**config.mk**
```make
export PLATFORM = sky130hd
export DESIGN_NAME = ref_qual_timer
export DESIGN_NICKNAME = d
export VERILOG_FILES = /design/src/rtl/ref_qual_pkg.sv /design/src/rtl/fault_accum.sv /design/src/rtl/clean_run.sv /design/src/rtl/qual_fsm.sv /design/src/rtl/ref_qual_timer.sv
export SDC_FILE = /design/constraint.sdc
export NUM_CORES = 1
export LEC_CHECK = 0
export BUFFER_PORTS_ARGS = -buffer_cell sky130_fd_sc_hd__buf_2
export CAP_MARGIN = 25
export CORE_ASPECT_RATIO = 1.5
export CORE_UTILIZATION = 45
export DETAILED_ROUTE_END_ITERATION = 8
export PLACE_DENSITY = 0.75
export SLEW_MARGIN = 0
export SYNTH_ARGS = -nofsm -noshare
export SYNTH_HDL_FRONTEND = slang
export SYNTH_SLANG_ARGS = --single-unit
export TNS_END_PERCENT = 50
```
**constraint.sdc**
```tcl
create_clock -name clk -period 2.4 [get_ports clk]
set_clock_uncertainty 0.2 [all_clocks]
set_input_delay 0 -clock clk [delete_from_list [all_inputs] [get_ports clk]]
set_output_delay 0 -clock clk [all_outputs]
set_load 0.02 [all_outputs]
```
**src/rtl/ref_qual_pkg.sv**
```systemverilog
package ref_qual_pkg;
  typedef enum logic {
    QS_UNTRUSTED = 1'b0,
    QS_TRUSTED   = 1'b1
  } qual_state_e;
endpackage

```
**src/rtl/fault_accum.sv**
```systemverilog
module fault_accum #(
  parameter int LIMIT = 2500,
  localparam int W = $clog2(LIMIT + 1)
) (
  input  logic         clk,
  input  logic         rst_n,
  input  logic         tick,
  input  logic         fault,
  input  logic         clr,
  output logic [W-1:0] acc,
  output logic         at_limit
);
  localparam logic [W-1:0] LIM_V = W'(LIMIT);

  logic [W-1:0] acc_q;

  always_ff @(posedge clk) begin
    if (!rst_n || clr) begin
      acc_q <= '0;
    end else if (tick) begin
      if (fault) begin
        if (acc_q < LIM_V) acc_q <= acc_q + W'(1);
      end else if (acc_q != '0) begin
        acc_q <= acc_q - W'(1);
      end
    end
  end

  assign acc      = acc_q;
  assign at_limit = (acc_q == LIM_V);


  acc_ceiling_chk: assert property (@(posedge clk) disable iff (!rst_n)
    acc_q <= LIM_V);


  acc_hold_chk: assert property (@(posedge clk) disable iff (!rst_n)
    (!tick && !clr) |=> $stable(acc_q));


  acc_up_chk: assert property (@(posedge clk) disable iff (!rst_n)
    (tick && fault && !clr && acc_q < LIM_V) |=> acc_q == $past(acc_q) + W'(1));
endmodule

```
**src/rtl/clean_run.sv**
```systemverilog
module clean_run #(
  parameter int RUN_LEN = 10000,
  localparam int W = $clog2(RUN_LEN + 1)
) (
  input  logic clk,
  input  logic rst_n,
  input  logic tick,
  input  logic fault,
  input  logic armed,
  input  logic clr,
  output logic done
);
  localparam logic [W-1:0] RUN_V = W'(RUN_LEN);

  logic [W-1:0] cnt_q;

  always_ff @(posedge clk) begin
    if (!rst_n || clr || fault || !armed) begin
      cnt_q <= '0;
    end else if (tick && cnt_q < RUN_V) begin
      cnt_q <= cnt_q + W'(1);
    end
  end

  assign done = (cnt_q == RUN_V);


  run_restart_chk: assert property (@(posedge clk) disable iff (!rst_n)
    fault |=> cnt_q == '0);


  run_bound_chk: assert property (@(posedge clk) disable iff (!rst_n)
    cnt_q <= RUN_V);
endmodule

```
**src/rtl/qual_fsm.sv**
```systemverilog
module qual_fsm
  import ref_qual_pkg::*;
(
  input  logic clk,
  input  logic rst_n,
  input  logic acc_full,
  input  logic run_done,
  output logic trusted,
  output logic requal
);
  qual_state_e st_q, st_d;

  always_comb begin
    st_d   = st_q;
    requal = 1'b0;
    unique case (st_q)
      QS_TRUSTED:   if (acc_full) st_d = QS_UNTRUSTED;
      QS_UNTRUSTED: if (run_done) begin
        st_d   = QS_TRUSTED;
        requal = 1'b1;
      end
      default:      st_d = QS_UNTRUSTED;
    endcase
  end

  always_ff @(posedge clk) begin
    if (!rst_n) st_q <= QS_UNTRUSTED;
    else        st_q <= st_d;
  end

  assign trusted = (st_q == QS_TRUSTED);


  drop_cause_chk: assert property (@(posedge clk) disable iff (!rst_n)
    $fell(trusted) |-> $past(acc_full));


  rise_cause_chk: assert property (@(posedge clk) disable iff (!rst_n)
    $rose(trusted) |-> $past(run_done));
endmodule

```
**src/rtl/ref_qual_timer.sv**
```systemverilog
module ref_qual_timer #(
  parameter int DISQ_TICKS = 2500,
  parameter int REQ_TICKS  = 10000,
  localparam int ACC_W = $clog2(DISQ_TICKS + 1)
) (
  input  logic             clk,
  input  logic             rst_n,
  input  logic             ms_tick,
  input  logic             cyc_fail,
  input  logic             frq_fail,
  output logic             disrupted,
  output logic             qualified,
  output logic [ACC_W-1:0] fail_time
);
  logic fault;
  logic acc_full;
  logic run_done;
  logic requal;
  logic trusted;

  assign fault     = cyc_fail | frq_fail;
  assign disrupted = fault;

  fault_accum #(.LIMIT(DISQ_TICKS)) u_accum (
    .clk      (clk),
    .rst_n    (rst_n),
    .tick     (ms_tick),
    .fault    (fault),
    .clr      (requal),
    .acc      (fail_time),
    .at_limit (acc_full)
  );

  clean_run #(.RUN_LEN(REQ_TICKS)) u_run (
    .clk   (clk),
    .rst_n (rst_n),
    .tick  (ms_tick),
    .fault (fault),
    .armed (!trusted),
    .clr   (requal),
    .done  (run_done)
  );

  qual_fsm u_fsm (
    .clk      (clk),
    .rst_n    (rst_n),
    .acc_full (acc_full),
    .run_done (run_done),
    .trusted  (trusted),
    .requal   (requal)
  );

  assign qualified = trusted;
endmodule

```
==> impl_metrics.env <==
export IMPL_grt_pass1_wl_um=5990
export IMPL_post_place_ws_ns=0.285
export IMPL_coreArea_um2=3220
export IMPL_wirelength_um=3530
export IMPL_ctsLongestPathBuffers=2
export IMPL_synth_most_common_cell="nor2_1"
export IMPL_design_area_um2=1770
export IMPL_detail_route_wl_per_cell_um=13.7
export IMPL_critical_path_startpoint="u_accum.acc[1]$_SDFFE_PP0P_"
export IMPL_reg2reg_depth=7
export IMPL_critical_path_required_ns=2.41
export IMPL_rsz0062_at_grt="false"
export IMPL_worst_hold_path_type="input pin to flip-flop"
export IMPL_syn_to_final_growth_pct=14.7
export IMPL_clock_fmax_mhz=467
export IMPL_design_die_area_um2=3670
export IMPL_deepest_level_of_the_cts_h_tree=1
export IMPL_ys_top_cells_by_count="nor2_1 (35), dfxtp_1 (27), nor3_1 (17)"
export IMPL_cts_root_buf="clkbuf_8"
export IMPL_initial_core_util=0.479
export IMPL_global_route_usage_total=0.210
export IMPL_hold_viol=0
export IMPL_number_of_remaining_drc_errors=0
export IMPL_worstSetupEndpointType="flip-flop"
export IMPL_status="complete, no violations"
export IMPL_final_max_slew_viol_count=0
export IMPL_r2r_slack_ns=0.26
export IMPL_synth_edff_count=0
export IMPL_path_max_fanout=7
export IMPL_max_cap_violations=0
export IMPL_clock_sink_count=27
export IMPL_gp_routability_congestion=0.921
export IMPL_power_leakage_nw=0.620
export IMPL_mappedNetlistArea_um2=1540
export IMPL_ys_types=40
export IMPL_setup_viol=0
export IMPL_critical_path_capture_point="u_accum.acc[10]$_SDFFE_PP0P_"
export IMPL_ys_ff_latch=27
export IMPL_nNetsFinal=227
export IMPL_grt_pass1_vias=1337
export IMPL_io_pin_count=19
export IMPL_floorplan_die_width_um=49.8
export IMPL_timing_final_crit_share=0.893
export IMPL_worst_pin_slew_ns=0.605
export IMPL_postCtsSetupBuffers=0
export IMPL_cts_clk_slew_worst_paths_ns=0.09
export IMPL_synth_avg_cell_area_um2=7.92
export IMPL_synth_top_cells_by_area="dfxtp_1 (35%), nor2_1 (8.5%), xnor2_1 (7.4%)"
export IMPL_slew_headroom=0.596
export IMPL_synth_top_area_share=0.350
export IMPL_vdd_drop_max_mv=0.407
export IMPL_cts_tree="done"
export IMPL_r2r_end="u_accum.acc[10]$_SDFFE_PP0P_"
export IMPL_synth_seq_area_share=0.350
export IMPL_worst_setup_path_type="flip-flop to flip-flop"
export IMPL_post_route_worst_setup_slack_ns=0.257
export IMPL_postPlaceCellArea_um2=1700
export IMPL_grt_start_max_net_pins=16
export IMPL_final_period_minus_worst_setup_slack_ns=2.14
export IMPL_dieHeight_um=73.7
export IMPL_yosysWarningCount=0
export IMPL_syn_nets=203
export IMPL_rows=25
export IMPL_timing_critical_path_arrival_ns=2.15
export IMPL_clkLatencyLatePin_ns=0.27
export IMPL_antenna_found_initial=0
export IMPL_regToRegStartpoint="u_accum.acc[1]$_SDFFE_PP0P_"
export IMPL_ant_nets=0
export IMPL_ys_async_sr_fraction=0
export IMPL_length_of_the_first_detailed_routing_pass_in_iterations=4
export IMPL_post_dp_hpwl_um=2610
export IMPL_synthesis_instances=195
export IMPL_synth_ff_type="dfxtp_1"
export IMPL_post_drt_via_cell_ratio=5.79
export IMPL_tns_ns=0
export IMPL_overflow=0
export IMPL_numCtsBuffers=3
export IMPL_worstSetupStartpointType="flip-flop"
export IMPL_power_per_cell_area_nw_per_um2=563
export IMPL_synthDominantAreaCellType="dfxtp_1"
export IMPL_port_buffer_count=18
export IMPL_drtIter0Drc=36
export IMPL_vias=1493
export IMPL_antennaDiodeCount=0
export IMPL_drive_above_1_share=0.165
## worst max-delay path: stages, from the launching register on
cell and delay (ns):
dfxtp_1 0.45, xnor2_1 0.11, ha_1 0.19, or4_1 0.44, nor4_2 0.15, a41oi_1 0.07, or3_1 0.33, a21oi_1 0.13
## state kept, by name, indices dropped and copies added, names as in the netlist
| register | cells |
|---|---|
| u_accum.acc | 12 |
| u_fsm.trusted | 1 |
| u_run.cnt_q | 14 |
## kinds of logic (layout without fill, tap and decap cells)
group	after synthesis	in the layout	share of synthesized area
fa+ha+maj	3	3	0.0243
xor+xnor	17	17	0.0964
flops	27	27	0.350
simple gates	97	97	0.326
mux	2	2	0.0130
buf+inv	17	40	0.0478
compound gates	32	32	0.143
## stage by stage
stage / power (W) / std cells / hold slack, ns / utilization
after floorplan: 0.000676 / 195 / -0.0462 / -
after global placement: 0.000746 / 252 / 0.0762 / 0.529
after detailed placement: 0.000747 / 252 / 0.0787 / 0.529
after CTS: 0.00101 / 258 / 0.149 / 0.550
after global routing: 0.00105 / 258 / 0.192 / 0.550
final: 0.000996 / 258 / 0.171 / 0.550
## timing repair
item / in CTS / in global routing
resized for setup: 0 / 0
hold buffers: 2 / 0
hold endpoints to repair: 12 / 0
## final cells by class
type,instances,area [µm²]
clock inverters,1,5.00
multi-input cells,151,930
clock buffers,3,41.3
inverters,7,26.3
well taps,40,50.0
flip-flops and latches,27,541
repair buffers,29,178
fillers,316,1450
## cells in the final DEF (no fill, tap or decap), types with 2 or more instances in the layout
cell type and instances:
nor2_1 35, dfxtp_1 27, buf_2 18, nor3_1 17
xnor2_1 13, buf_4 9, nand2_1 8, o21ai_0 8
nor4_1 7, a21oi_1 7, or3_1 7, inv_1 6
nand3_1 5, nand4_1 4, or4_1 4, o221ai_1 4
xor2_1 4, o2111ai_1 3, ha_1 3, clkbuf_8 3
nand4b_1 2, mux2i_1 2, a31oi_1 2, and4_1 2
dlygate4sd3_1 2
## routing by layer
layer / global-route usage / vias up / share of wire
met3: 0.0186 / 14 / 0.038
met2: 0.374 / 45 / 0.51
met4: 0.124 / 0 / 0.035
met5: 0 / - / 0
met1: 0.242 / 678 / 0.42
li1: - / 756 / -
## report_power, final
part	internal, W	leakage (nW)	switching (W)
sequential	0.000468	0.219	0.0000427
clock	0.000116	0.0255	0.000139
combinational	0.0000993	0.376	0.000131
total	0.000684	0.620	0.000312
## how the worst min path moves through the flow
stage                        start                          end  cells past startpoint
after CTS                 cyc_fail  u_accum.acc[9]$_SDFFE_PP0P_                      6
after detailed placement     rst_n     u_fsm.trusted$_SDFF_PN0_                      2
after global placement       rst_n     u_fsm.trusted$_SDFF_PN0_                      2
after floorplan              rst_n     u_fsm.trusted$_SDFF_PN0_                      1
after global routing      frq_fail  u_accum.acc[9]$_SDFFE_PP0P_                      6
final                     cyc_fail  u_accum.acc[9]$_SDFFE_PP0P_                      6
Note: power is estimated with default switching activity, not from simulation.
